File: src/rtl/oc_timer_pkg.sv
`timescale 1ns/1ps
package oc_timer_pkg;

    localparam int DIV_W = 3;

    localparam int ADR_CTRL  = 0;
    localparam int ADR_DIV   = 1;
    localparam int ADR_MODE  = 2;
    localparam int ADR_FLAG  = 3;
    localparam int ADR_IEN   = 4;
    localparam int ADR_ACT   = 5;
    localparam int ADR_FMASK = 6;
    localparam int ADR_FDATA = 7;
    localparam int ADR_COUNT = 8;
    localparam int RUN_BIT   = 7;

    typedef enum logic [1:0] {
        ACT_NONE   = 2'b00,
        ACT_TOGGLE = 2'b01,
        ACT_LOW    = 2'b10,
        ACT_HIGH   = 2'b11
    } pin_act_e;

    typedef struct packed {
        logic             run;
        logic [DIV_W-1:0] div_sel;
    } tb_cfg_t;

    function automatic logic apply_act(pin_act_e act, logic cur);
        case (act)
            ACT_TOGGLE: return ~cur;
            ACT_LOW:    return 1'b0;
            ACT_HIGH:   return 1'b1;
            default:    return cur;
        endcase
    endfunction

endpackage

File: src/rtl/oc_timebase.sv
`timescale 1ns/1ps
module oc_timebase
    import oc_timer_pkg::*;
#(
    parameter int CNT_W = 16
) (
    input  logic             clk,
    input  logic             rst,
    input  tb_cfg_t          cfg,
    input  logic             load,
    input  logic [CNT_W-1:0] load_val,
    output logic [CNT_W-1:0] count,
    output logic             step,
    output logic [CNT_W-1:0] next_count
);
    localparam int PC_W = (1 << DIV_W) - 1;

    logic [PC_W-1:0] pcnt;
    logic [PC_W-1:0] lim;
    logic            tick;

    always_comb lim = {PC_W{1'b1}} >> (PC_W - int'(cfg.div_sel));

    assign tick       = cfg.run && (pcnt >= lim);
    assign step       = tick && !load;
    assign next_count = count + 1'b1;

    always_ff @(posedge clk) begin
        if (rst) begin
            pcnt  <= '0;
            count <= '0;
        end else begin
            if (!cfg.run || tick) pcnt <= '0;
            else                  pcnt <= pcnt + 1'b1;
            if (load)      count <= load_val;
            else if (tick) count <= next_count;
        end
    end

    assert_stop_hold_R1: assert property (@(posedge clk) disable iff (rst)
        (!cfg.run && !load) |=> (count == $past(count)));

    assert_div_one_R2: assert property (@(posedge clk) disable iff (rst)
        (cfg.run && !load && cfg.div_sel == '0) |=> (count == $past(count) + CNT_W'(1)));

endmodule

File: src/rtl/oc_compare_bank.sv
`timescale 1ns/1ps
module oc_compare_bank #(
    parameter int N_CH  = 8,
    parameter int CNT_W = 16
) (
    input  logic                       step,
    input  logic [CNT_W-1:0]           next_count,
    input  logic [N_CH-1:0][CNT_W-1:0] cmp_vals,
    input  logic [N_CH-1:0]            oc_mode,
    output logic [N_CH-1:0]            hit
);
    for (genvar i = 0; i < N_CH; i++) begin : g_ch
        assign hit[i] = step && oc_mode[i] && (cmp_vals[i] == next_count);
    end
endmodule

File: src/rtl/oc_pin_ctrl.sv
`timescale 1ns/1ps
module oc_pin_ctrl
    import oc_timer_pkg::*;
#(
    parameter int N_CH = 8
) (
    input  logic                  clk,
    input  logic                  rst,
    input  logic [N_CH-1:0]       hit,
    input  logic [N_CH-1:0][1:0]  act_cfg,
    input  logic [N_CH-1:0]       force_mask,
    input  logic [N_CH-1:0]       force_data,
    output logic [N_CH-1:0]       pins
);
    localparam int FORCE_CH = N_CH - 1;

    logic [N_CH-1:0] pins_n;

    always_comb begin
        pins_n = pins;
        for (int k = 0; k < N_CH; k++) begin
            if (hit[k]) pins_n[k] = apply_act(pin_act_e'(act_cfg[k]), pins[k]);
        end
        if (hit[FORCE_CH]) pins_n = (pins_n & ~force_mask) | (force_data & force_mask);
    end

    always_ff @(posedge clk) begin
        if (rst) pins <= '0;
        else     pins <= pins_n;
    end

    assert_force_wins_R7: assert property (@(posedge clk) disable iff (rst)
        hit[FORCE_CH] |=> (((pins ^ $past(force_data)) & $past(force_mask)) == '0));

    assert_quiet_pins_R5: assert property (@(posedge clk) disable iff (rst)
        (hit == '0) |=> $stable(pins));

    for (genvar k = 0; k < N_CH; k++) begin : g_chk
        assert_drive_high_R5: assert property (@(posedge clk) disable iff (rst)
            (hit[k] && act_cfg[k] == ACT_HIGH && !(hit[FORCE_CH] && force_mask[k])) |=> pins[k]);
        assert_toggle_R5: assert property (@(posedge clk) disable iff (rst)
            (hit[k] && act_cfg[k] == ACT_TOGGLE && !(hit[FORCE_CH] && force_mask[k]))
            |=> (pins[k] != $past(pins[k])));
    end

endmodule

File: src/rtl/oc_timer_bank.sv
`timescale 1ns/1ps
module oc_timer_bank
    import oc_timer_pkg::*;
#(
    parameter int N_CH   = 8,
    parameter int CNT_W  = 16,
    parameter int ADDR_W = 5
) (
    input  logic              clk,
    input  logic              rst,
    input  logic              bus_we,
    input  logic [ADDR_W-1:0] bus_addr,
    input  logic [CNT_W-1:0]  bus_wdata,
    output logic [CNT_W-1:0]  bus_rdata,
    output logic [N_CH-1:0]   pin_out,
    output logic [N_CH-1:0]   irq
);
    localparam int CMP_BASE = 1 << (ADDR_W - 1);
    localparam int ACT_W    = 2 * N_CH;

    tb_cfg_t                    cfg_q;
    logic [N_CH-1:0]            mode_q, flags_q, ien_q, fmask_q, fdata_q;
    logic [N_CH-1:0][1:0]       act_q;
    logic [N_CH-1:0][CNT_W-1:0] cmp_q;
    logic [CNT_W-1:0]           count, next_count;
    logic                       step, load;
    logic [N_CH-1:0]            hit, clr;

    function automatic logic wr_at(int a);
        return bus_we && (bus_addr == ADDR_W'(a));
    endfunction

    assign load = wr_at(ADR_COUNT);
    assign clr  = wr_at(ADR_FLAG) ? bus_wdata[N_CH-1:0] : '0;

    always_ff @(posedge clk) begin
        if (rst) begin
            cfg_q   <= '0;
            mode_q  <= '0;
            flags_q <= '0;
            ien_q   <= '0;
            act_q   <= '0;
            fmask_q <= '0;
            fdata_q <= '0;
            cmp_q   <= '0;
        end else begin
            if (wr_at(ADR_CTRL))  cfg_q.run     <= bus_wdata[RUN_BIT];
            if (wr_at(ADR_DIV))   cfg_q.div_sel <= bus_wdata[DIV_W-1:0];
            if (wr_at(ADR_MODE))  mode_q        <= bus_wdata[N_CH-1:0];
            if (wr_at(ADR_IEN))   ien_q         <= bus_wdata[N_CH-1:0];
            if (wr_at(ADR_ACT))   act_q         <= bus_wdata[ACT_W-1:0];
            if (wr_at(ADR_FMASK)) fmask_q       <= bus_wdata[N_CH-1:0];
            if (wr_at(ADR_FDATA)) fdata_q       <= bus_wdata[N_CH-1:0];
            for (int i = 0; i < N_CH; i++) begin
                if (wr_at(CMP_BASE + i)) cmp_q[i] <= bus_wdata;
            end
            flags_q <= (flags_q & ~clr) | hit;
        end
    end

    always_comb begin
        bus_rdata = '0;
        case (bus_addr)
            ADDR_W'(ADR_CTRL):  bus_rdata[RUN_BIT] = cfg_q.run;
            ADDR_W'(ADR_DIV):   bus_rdata = CNT_W'(cfg_q.div_sel);
            ADDR_W'(ADR_MODE):  bus_rdata = CNT_W'(mode_q);
            ADDR_W'(ADR_FLAG):  bus_rdata = CNT_W'(flags_q);
            ADDR_W'(ADR_IEN):   bus_rdata = CNT_W'(ien_q);
            ADDR_W'(ADR_ACT):   bus_rdata = CNT_W'(act_q);
            ADDR_W'(ADR_FMASK): bus_rdata = CNT_W'(fmask_q);
            ADDR_W'(ADR_FDATA): bus_rdata = CNT_W'(fdata_q);
            ADDR_W'(ADR_COUNT): bus_rdata = count;
            default: begin
                for (int i = 0; i < N_CH; i++) begin
                    if (bus_addr == ADDR_W'(CMP_BASE + i)) bus_rdata = cmp_q[i];
                end
            end
        endcase
    end

    assign irq = flags_q & ien_q;

    oc_timebase #(.CNT_W(CNT_W)) u_timebase (
        .clk        (clk),
        .rst        (rst),
        .cfg        (cfg_q),
        .load       (load),
        .load_val   (bus_wdata),
        .count      (count),
        .step       (step),
        .next_count (next_count)
    );

    oc_compare_bank #(.N_CH(N_CH), .CNT_W(CNT_W)) u_compare (
        .step       (step),
        .next_count (next_count),
        .cmp_vals   (cmp_q),
        .oc_mode    (mode_q),
        .hit        (hit)
    );

    oc_pin_ctrl #(.N_CH(N_CH)) u_pins (
        .clk        (clk),
        .rst        (rst),
        .hit        (hit),
        .act_cfg    (act_q),
        .force_mask (fmask_q),
        .force_data (fdata_q),
        .pins       (pin_out)
    );

    assert_one_per_step_R9: assert property (@(posedge clk) disable iff (rst)
        (|hit) |=> (count != $past(count)));

    for (genvar i = 0; i < N_CH; i++) begin : g_chk
        assert_flag_on_match_R4: assert property (@(posedge clk) disable iff (rst)
            hit[i] |=> (flags_q[i] && count == $past(cmp_q[i])));
        assert_capture_quiet_R3: assert property (@(posedge clk) disable iff (rst)
            !mode_q[i] |-> !hit[i]);
    end

endmodule

File: config.mk
export PLATFORM = sky130hd
export DESIGN_NAME = oc_timer_bank
export DESIGN_NICKNAME = d
export VERILOG_FILES = /design/src/rtl/oc_timer_pkg.sv /design/src/rtl/oc_timebase.sv /design/src/rtl/oc_compare_bank.sv /design/src/rtl/oc_pin_ctrl.sv /design/src/rtl/oc_timer_bank.sv
export SDC_FILE = /design/constraint.sdc
export NUM_CORES = 1
export LEC_CHECK = 0
export BUFFER_PORTS_ARGS = -buffer_cell sky130_fd_sc_hd__buf_2
export CORE_MARGIN = 5
export CORE_UTILIZATION = 45
export DETAILED_ROUTE_END_ITERATION = 12
export SLEW_MARGIN = 20
export SYNTH_ARGS = -nofsm -noshare
export SYNTH_HDL_FRONTEND = slang
export SYNTH_HIERARCHICAL = 1
export SYNTH_SLANG_ARGS = --single-unit
File: constraint.sdc
create_clock -name clk -period 10.4 [get_ports clk]
set_input_delay 2.08 -clock clk [delete_from_list [all_inputs] [get_ports clk]]
set_output_delay 2.08 -clock clk [all_outputs]
set_load 0.05 [all_outputs]
Word level (Yosys, flattened, before mapping)
Cells that the tools add are included.
{"block": "word_totals", "reg_bits": 219, "latchBits": 0, "mem_bits_rw": 0, "mem_bits_ro": 0, "out_inout_bits": 32, "elab_cells": 168, "memories": 0}
{"block": "op_classes", "add_sub_neg": 3, "n_mul": 0, "div": 0, "order_cmp": 1, "eq_ne": 48, "shift": 1, "mux": 31, "n_bitwise": 16, "reduce_logical": 42}
{"cell": "$mux 16", "count": 10}
{"cell": "$eq 16x16->1", "count": 8}
{"cell": "$pmux 7 s9", "count": 1}
{"cell": "$eq 5x5->1 const B", "count": 8}
{"cell": "$logic_and 1x1->1", "count": 35}
{"cell": "$and 8x8->8", "count": 4}
{"cell": "$eq 2x2->1 const B", "count": 16}
{"cell": "$shr 7x32->7 const A", "count": 1}
{"cell": "$pmux 1 s3", "count": 8}
{"cell": "$pmux 8 s3", "count": 1}
{"cell": "$eq 5x3->1 const B", "count": 4}
{"cell": "$add 16x1->16 const B", "count": 1}
{"cell": "$eq 2x1->1 const B", "count": 8}
{"cell": "$mux 8", "count": 2}
{"cell": "$not 8->8", "count": 2}
{"cell": "$or 8x8->8", "count": 2}
{"cell": "$eq 5x2->1 const B", "count": 2}
{"cell": "$pmux 1 s9", "count": 1}
{"cell": "$mux 1", "count": 8}
{"cell": "$not 1->1", "count": 8}
{"cell": "$add 7x1->7 const B", "count": 1}
{"cell": "$ge 7x7->1", "count": 1}
{"cell": "$reduce_or 7->1", "count": 1}
{"cell": "$eq 5x1->1 const B", "count": 1}
{"cell": "7 further kinds", "count": 8}

Longest topological paths before layout
Gate-level depths: netlist of run 1.
{"block": "logic_depth", "word_depth": 11, "depth_mapped": 15, "depth_no_buf": 12}

Cells and area by module
The synthesis of run 1 kept the hierarchy.
{"module": "oc_timer_bank", "n_inst": 1, "cells_each": 1069, "area_each_um2": 8908.5, "seq_area_each_um2": 3763.6}
{"module": "oc_compare_bank", "n_inst": 1, "cells_each": 193, "area_each_um2": 1645.3, "seq_area_each_um2": 0.0}
{"module": "oc_timebase", "n_inst": 1, "cells_each": 187, "area_each_um2": 1609.0, "seq_area_each_um2": 460.4}
{"module": "oc_pin_ctrl", "n_inst": 1, "cells_each": 59, "area_each_um2": 501.7, "seq_area_each_um2": 160.2}

Least setup slack after synthesis of run 1
Ideal clock, no wire load.
{"block": "synth_path", "kind": "input to output", "from": "in bus_addr[4]", "to": "out bus_rdata[6]", "arrival_ns": 4.105, "t_required_ns": 8.320, "path_slack_ns": 4.215, "stages": 6, "n_path_buf": 2, "path_cell_list": "buf_4 > or3b_1 > buf_2 > nor3_1 > a2111oi_0 > nor3_1"}
{"block": "synth_between", "elab_chain_cells": 10, "elab_cells_between_ends": 26, "classes_between": "eq/ne: 16; mux: 9; reduce/logical: 1"}
{"item": "start, declared", "line_no": "oc_timer_bank.sv:12", "text": "input logic [ADDR_W-1:0] bus_addr,"}
{"item": "$eq 5x5->1", "line_no": "oc_timer_bank.sv:75", "text": "if (bus_addr == ADDR_W'(CMP_BASE + i)) bus_rdata = cmp_q[i];"}
{"item": "$mux 16 (8 in a row)", "line_no": "oc_timer_bank.sv:75"}
{"item": "$pmux 7 s9 (*)", "line_no": "oc_timer_bank.sv:63", "text": "case (bus_addr)"}
{"item": "end, declared", "line_no": "oc_timer_bank.sv:14", "text": "output logic [CNT_W-1:0] bus_rdata,"}
Mark *: on every way between the ends. The rest lies on a longest branch, timed or not.

Worst setup path in the final report of run 1
{"block": "layout_path", "from": "in bus_addr[2]", "to": "out bus_rdata[15]"}
{"block": "layout_between", "elab_chain_cells": 10, "elab_cells_between_ends": 27, "classes_between": "eq/ne: 16; mux: 9; reduce/logical: 2"}
{"item": "$eq 5x5->1", "line_no": "oc_timer_bank.sv:75"}
{"item": "$mux 16 (8 in a row)", "line_no": "oc_timer_bank.sv:75"}
{"item": "$pmux 8 s3 (*)", "line_no": "oc_timer_bank.sv:63"}
Marked as above.

==> out/metrics.yaml, run 1 <==
timing:
  relSlewSlack: 0.234
  hold_viol_final: 0
  finalMaxSlewViolations: 0
  rsz0062_at_grt: "no"
  clock_skew_ns: 0.0211
  min_period_ns: 7.03
  setup_violations: 0
  whs_ns: 0.462
  clock.fmax_ghz: 0.142
  worst_pin_slew_ns: 1.15
  period_share: 0.676
  timing.setup.tns_ns: 0
worst_setup_path:
  cp.arrival_ns: 4.95
  path_max_fanout: 51
  critPathCaptureType: "primary output"
  critPathKind: "input port to primary output"
  required_ns: 8.32
  crit_path_start_kind: "input port"
synth:
  ys_warn_count: 6
  synth_top_area_frac: 0.346
  seq_area_frac_synth: 0.346
  synth_edf_count: 0
  yosys.cell_count.top_type: "dfxtp_1"
  synthTopCellsByCount: "dfxtp_1, nand2_1, nor2_1"
  synthDistinctLibCells: 84
  synthFlopType: "dfxtp_1"
  synth_area_leaders: "dfxtp_1, xnor2_1, mux2i_1, nand2_1, a21oi_1"
  avgSynthCellArea_um2: 8.40
  yosys.area.top_type: "dfxtp_1"
  syn_area_um2: 12700
  ys_async_sr_fraction: 0
  synthCells: 1508
  syn_nets: 1541
  ys_ff_latch: 219
global_routing:
  grt_pass1_wl_mm: 70.1
  busiest_layer: "met2"
  grt.met2_usage: 0.457
  grt_max_degree: 79
  grt_pass1_vias: 10639
  antenna_found_initial: 2
  grt_overflow_total: 0
  gr-usage-met1: 0.397
  global_route.usage.total: 0.296
  grtUsageMet3: 0.0454
floorplan:
  fp-row-count: 61
  coreArea_um2: 27800
  die-width_um: 178
  io-pin-count: 56
  design.die.area_um2: 31600
  die_h_um: 178
  initial_core_util: 0.456
clock_network:
  cts_tree: "yes"
  hold_buffers: 0
  path_clk_slew_ns: 0.06
  cts_made_buffers: 25
  clock_latency_ns: 0.54
  cts_root_buffer: "clkbuf_16"
  cts_setup_buffers: 0
  cts_resized: 0
  clock_sinks: 219
  clk_path_buf_depth: 3
  htreeDepth: 1
power:
  clockPowerShare: 0.470
  p_total_mw: 1.92
  switching_power_mw: 0.498
  p_leak_nw: 4.98
  combPwrFrac: 0.086
  power_frac_seq: 0.444
  peakVddDrop_uv: 106
  switching_share: 0.259
  p_int_mw: 1.43
  power_density_nw_per_um2: 141
finish:
  areaGrowthSynthToFinish_pct: 7.90
  final_layout_size_suffix_gt1_frac: 0.120
  layout.nets: 1514
  antenna_cells: 0
route:
  drc: 0
  avgViaCountPerCell: 6.12
  first_iter_violations: 1327
  wire_per_inst_um: 25.5
  first_pass_iters: 6
  wirelength_mm: 47.9
  via_count: 11475
  drtAntennaViolNets: 0
placement:
  portBuffers: 55
  hpwl_mm: 33.2
  gp_congestion: 1.01
job:
  maxCapViolCount: 0
outcome:
  status: "finished, final reports clean"
worst_hold_path:
  hold_class: "flip-flop to flip-flop"
[power by group through the flow]
stage	Combinational, mW	Sequential [mW]	Clock [mW]
2_1_floorplan	0.112	0.868	0
3_5_place_dp	0.161	0.872	0
6_report	0.165	0.854	0.904
5_1_grt	0.172	0.854	0.946
4_1_cts	0.162	0.853	0.910
3_3_place_gp	0.161	0.872	0
[per-layer routing]
layer | vias up | share of wire
met3 | 128 | 0.083
met5 | - | 0.00029
met4 | 4 | 0.063
met1 | 5480 | 0.42
li1 | 5265 | -
met2 | 598 | 0.44
[registers in the layout, indices dropped and copies added (netlist names)]
register          count
ien_q                 8
flags_q               8
fmask_q               8
u_timebase/count     16
mode_q                8
cmp_q               128
u_timebase/pcnt       7
cfg_q                 4
fdata_q               8
u_pins/pins           8
act_q                16
[final timing paths]
kind	slack [ns]	startpoint	endpoint	depth (start not counted)
worst max register to register	5.90	u_timebase/count[0]$_SDFFE_PP0P_	u_pins/pins[4]$_SDFF_PP0_	12
worst min-delay path	0.46	u_timebase/pcnt[0]$_SDFF_PP0_	u_timebase/pcnt[0]$_SDFF_PP0_	1
worst max-delay path	3.37	bus_addr[2]	bus_rdata[15]	8
worst min register to register	0.46	u_timebase/pcnt[0]$_SDFF_PP0_	u_timebase/pcnt[0]$_SDFF_PP0_	1
[placed cells by master, fill, tap and decap left out, types with 19 or more instances in the layout]
master and instances:
a21oi_1 135, buf_2 54, mux2i_1 99, o21ai_0 49
dfxtp_1 219, clkbuf_16 25, buf_4 19, nand2_1 214
xor2_1 31, nand3_1 57, nand4_1 27, xnor2_1 111
nor2_1 136
[layout make-up]
type | count | area [µm²]
inverter | 15 | 56.3
tap | 378 | 473
sequential | 219 | 4380
clock buffer | 35 | 733
timing repair buffer | 74 | 424
fill | 2766 | 14100
multi-input combinational | 1146 | 7490
clock inverter | 9 | 101
[cell families (layout without fill, tap and decap cells)]
| logic type | after synthesis | count (layout) | share of synthesized area |
|---|---|---|---|
| buffers and inverters | 143 | 133 | 0.0651 |
| multiplexers | 115 | 115 | 0.101 |
| flip-flops | 219 | 219 | 0.346 |
| XOR/XNOR | 147 | 147 | 0.102 |
| AO/OA/AOI/OAI | 309 | 309 | 0.157 |
| AND/OR/NAND/NOR | 566 | 566 | 0.220 |
| adder cells (fa/ha/maj) | 9 | 9 | 0.00889 |
[critical path, cell delays in order]
cell and delay (ns):
buf_2 0.09, buf_4 0.49, or3b_1 0.73, nor2_4 0.64
a22o_1 0.26, a21oi_1 0.05, o21ai_0 0.22, buf_2 0.36
[metrics by stage]
stage                     cell area, µm²  utilization  setup WS [ns]  cells
final                              13700        0.492           3.37   1876
after global routing               13700        0.492           3.27   1876
after CTS                          13700        0.492           3.41   1876
after detailed placement           12800        0.462           3.41   1832
after global placement             12800        0.462           3.42   1832
after floorplan                    12700            -           4.21   1508
No activity file was read; power rests on OpenSTA's default activity.
==> inputs of run 2 (changes only) <==
ABC_AREA = 1   (was unset)
clock period = 6.6 ns   (was 10.4 ns; I/O delays follow)
==> run 2 against run 1 <==
Wire length up 3.8%. Synthesized area rose by 3.9%. Total power grew 54%. Sequential power rose by 58%. Register-to-register slack worse by 3.4 ns. Clock power up 58%. Global-route usage decreased by 0.56 points. Clock skew rose by 0.0010 ns. Flip-flop and latch count did not move.
==> out/metrics.yaml, run 2 <==
timing:
  hold_viol_final: 0  # unchanged
  period_share: 0.811
  min_period_ns: 5.35
  setup_violations: 0  # unchanged
  clock_skew_ns: 0.0221  # +0.00103 ns
  rsz0062_at_grt: "no"
  relSlewSlack: 0.273  # +0.0391
  worst_slack_ns: 1.25  # -2.12 ns
  worst_pin_slew_ns: 1.09  # -0.0585 ns
  finalMaxSlewViolations: 0  # unchanged
  clock.fmax_ghz: 0.187
  timing.setup.tns_ns: 0  # unchanged
finish:
  areaGrowthSynthToFinish_pct: 8.55
  final_cell_mix: "nand2_1, nor2_1, dfxtp_1"
  layout.nets: 2070  # +37%
  reg_top3: "cmp_q x128, act_q x16, u_timebase/count x16"
  top_register: "cmp_q"
  antenna_cells: 0  # unchanged
  final_common_cell: "nand2_1"
  final_layout_size_suffix_gt1_frac: 0.103  # -0.0175
  final_area_um2: 14300  # +4.5%
  final_util: 0.496  # +0.00450
  largest_register_ffs: 128  # unchanged
power:
  peakVddDrop_uv: 217  # +100%
  power_density_nw_per_um2: 208  # +48%
  p_leak_nw: 5.56  # +12%
  p_total_mw: 2.97  # +54%
worst_setup_path:
  critPathKind: "input port to primary output"
  timing.rr.end: "u_pins/pins[5]$_SDFF_PP0_"
  rrSetupSlack_ns: 2.50  # -3.40 ns
  crit_end: "bus_rdata[4]"
  crit_path_start_kind: "input port"
  crit_top_cell: "buf_2"
  required_ns: 5.28  # -3.04 ns
  critPathCaptureType: "primary output"
  cp.arrival_ns: 4.03  # -0.92 ns
  max_stage_delay_ns: 0.97  # +0.24 ns
  slowest_stage: "nor3_4"
  r2r-start: "cfg_q[2]$_SDFFE_PP0P_"
  r2r.worst_path.cells: 18  # +6
  cp_cell_sequence: "buf_2, inv_1, nor3_4, nand2_1, nand3_1, buf_2"
  path_max_fanout: 40  # -22%
  crit_start: "bus_addr[4]"
global_routing:
  grt_pass1_wl_mm: 75.3  # +7.4%
  grt_pass1_vias: 12532  # +18%
  grt_overflow_total: 0  # unchanged
  global_route.usage.total: 0.290  # -0.00561
  grt_max_degree: 118  # +49%
  antenna_found_initial: 0  # -2
synth:
  synthCells: 2052  # +36%
  synthFlopType: "dfxtp_1"
  synthTopCellsByCount: "nand2_1, nor2_1, dfxtp_1"
  yosys.cell_count.top_type: "nand2_1"
  ys_async_sr_fraction: 0  # unchanged
  synth_edf_count: 0  # unchanged
  syn_area_um2: 13200  # +3.9%
  synthDistinctLibCells: 45  # -46%
  synth_top_area_frac: 0.333  # -0.0131
  avgSynthCellArea_um2: 6.41  # -24%
  yosys.area.top_type: "dfxtp_1"
  syn_nets: 2085  # +35%
  ys_warn_count: 6  # unchanged
  seq_area_frac_synth: 0.333  # -0.0131
  ys_ff_latch: 219  # unchanged
  synth_area_leaders: "dfxtp_1, nand2_1, nor2_1, a21oi_1, inv_1"
route:
  first_iter_violations: 1514  # +14%
  first_pass_iters: 6  # unchanged
  wirelength_mm: 49.7  # +3.8%
  avgViaCountPerCell: 5.58  # -8.7%
  drc: 0  # unchanged
  wire_per_inst_um: 20.4  # -20%
  via_count: 13618  # +19%
  drtAntennaViolNets: 0  # unchanged
clock_network:
  cts_made_buffers: 27  # +8.0%
  clock_sinks: 219  # unchanged
  htreeDepth: 1  # unchanged
  clk_path_buf_depth: 3  # unchanged
  cts_resized: 0  # unchanged
  cts_root_buffer: "clkbuf_16"
  hold_buffers: 0  # unchanged
  path_clk_slew_ns: 0.06  # about the same
  cts_setup_buffers: 0  # unchanged
  clock_latency_ns: 0.55  # about the same
  cts_tree: "yes"
floorplan:
  coreArea_um2: 28800  # +3.6%
  design.die.area_um2: 32800  # +3.7%
  fp-row-count: 62  # +1.6%
  io-pin-count: 56  # unchanged
  die-width_um: 181  # +1.8%
  initial_core_util: 0.457  # +0.00144
  die_h_um: 181  # +1.8%
outcome:
  status: "finished, final reports clean"
placement:
  pre_cts_slack_ns: 1.26  # -2.14 ns
  portBuffers: 55  # unchanged
  hpwl_mm: 36.0  # +8.3%
  gp_congestion: 0.969  # -4.0%
  place_area_um2: 13400  # +4.7%
worst_hold_path:
  hold_class: "flip-flop to flip-flop"
  whs_path_depth: 1  # unchanged
job:
  maxCapViolCount: 0  # unchanged
run 2: cell types whose count changed after synthesis, sizes merged, moves of 16 or more:
cell    previous run  this run
nand2            216       660
inv               15       213
nor2             141       244
mux2i             99         0
nand3             60       152
xnor2            115        26
a211oi             5        75
nand4             29        70
a21oi            136       156
a311oi            16         0
run 2: power by group:
group          leakage, nW  internal, mW  total (mW)  switching [mW]
registers             1.77          1.33        1.35          0.0126
logic                 3.38        0.0377       0.191           0.153
clock network        0.413         0.837        1.43           0.595
run 2: final cells by class:
| class | instances | area, µm² |
|---|---|---|
| Clock buffer | 40 | 805 |
| Clock inverter | 7 | 46.3 |
| Fill cell | 2972 | 14500 |
| Inverter | 222 | 837 |
| Multi-Input combinational cell | 1499 | 7340 |
| Sequential cell | 219 | 4380 |
| Tap cell | 384 | 480 |
| Timing Repair Buffer | 68 | 392 |
run 2: critical path: cells and delay by family:
family | cells | cell delay, ns
AND/OR/NAND/NOR | 3 | 1.36
buffers and inverters | 3 | 1.34
run 2: kinds of logic after synthesis:
group,after synthesis,synth area share
adders and majority gates,9,0.00856
xor gates and xnor gates,43,0.0298
AOI/OAI and AO/OA,298,0.138
and+or+nand+nor,1149,0.382
buffers and inverters,334,0.109
DFF,219,0.333
run 2: through the flow:
step                      instances  hold slack, ns
final                          2439           0.467
after global routing           2439           0.508
after CTS                      2439           0.471
after detailed placement       2392           0.458
after global placement         2392           0.453
after floorplan                2052           0.430
run 2: layer usage:
metal  GRT usage  share of wire
met1       0.393           0.41
met2       0.482           0.47
met3      0.0400          0.085
met4      0.0934          0.035
met5           0              0
run 2: how the worst min path moves through the flow:
stage | slack, ns | to | startpoint
3_5_place_dp | 0.46 | u_timebase/pcnt[0]$_SDFF_PP0_ | u_timebase/pcnt[0]$_SDFF_PP0_
4_1_cts | 0.47 | u_timebase/pcnt[0]$_SDFF_PP0_ | u_timebase/pcnt[0]$_SDFF_PP0_
5_1_grt | 0.51 | cmp_q[45]$_SDFFE_PP0P_ | cmp_q[45]$_SDFFE_PP0P_
6_report | 0.47 | u_timebase/pcnt[0]$_SDFF_PP0_ | u_timebase/pcnt[0]$_SDFF_PP0_
2_1_floorplan | 0.43 | u_timebase/pcnt[0]$_SDFF_PP0_ | u_timebase/pcnt[0]$_SDFF_PP0_
3_3_place_gp | 0.45 | u_timebase/pcnt[0]$_SDFF_PP0_ | u_timebase/pcnt[0]$_SDFF_PP0_
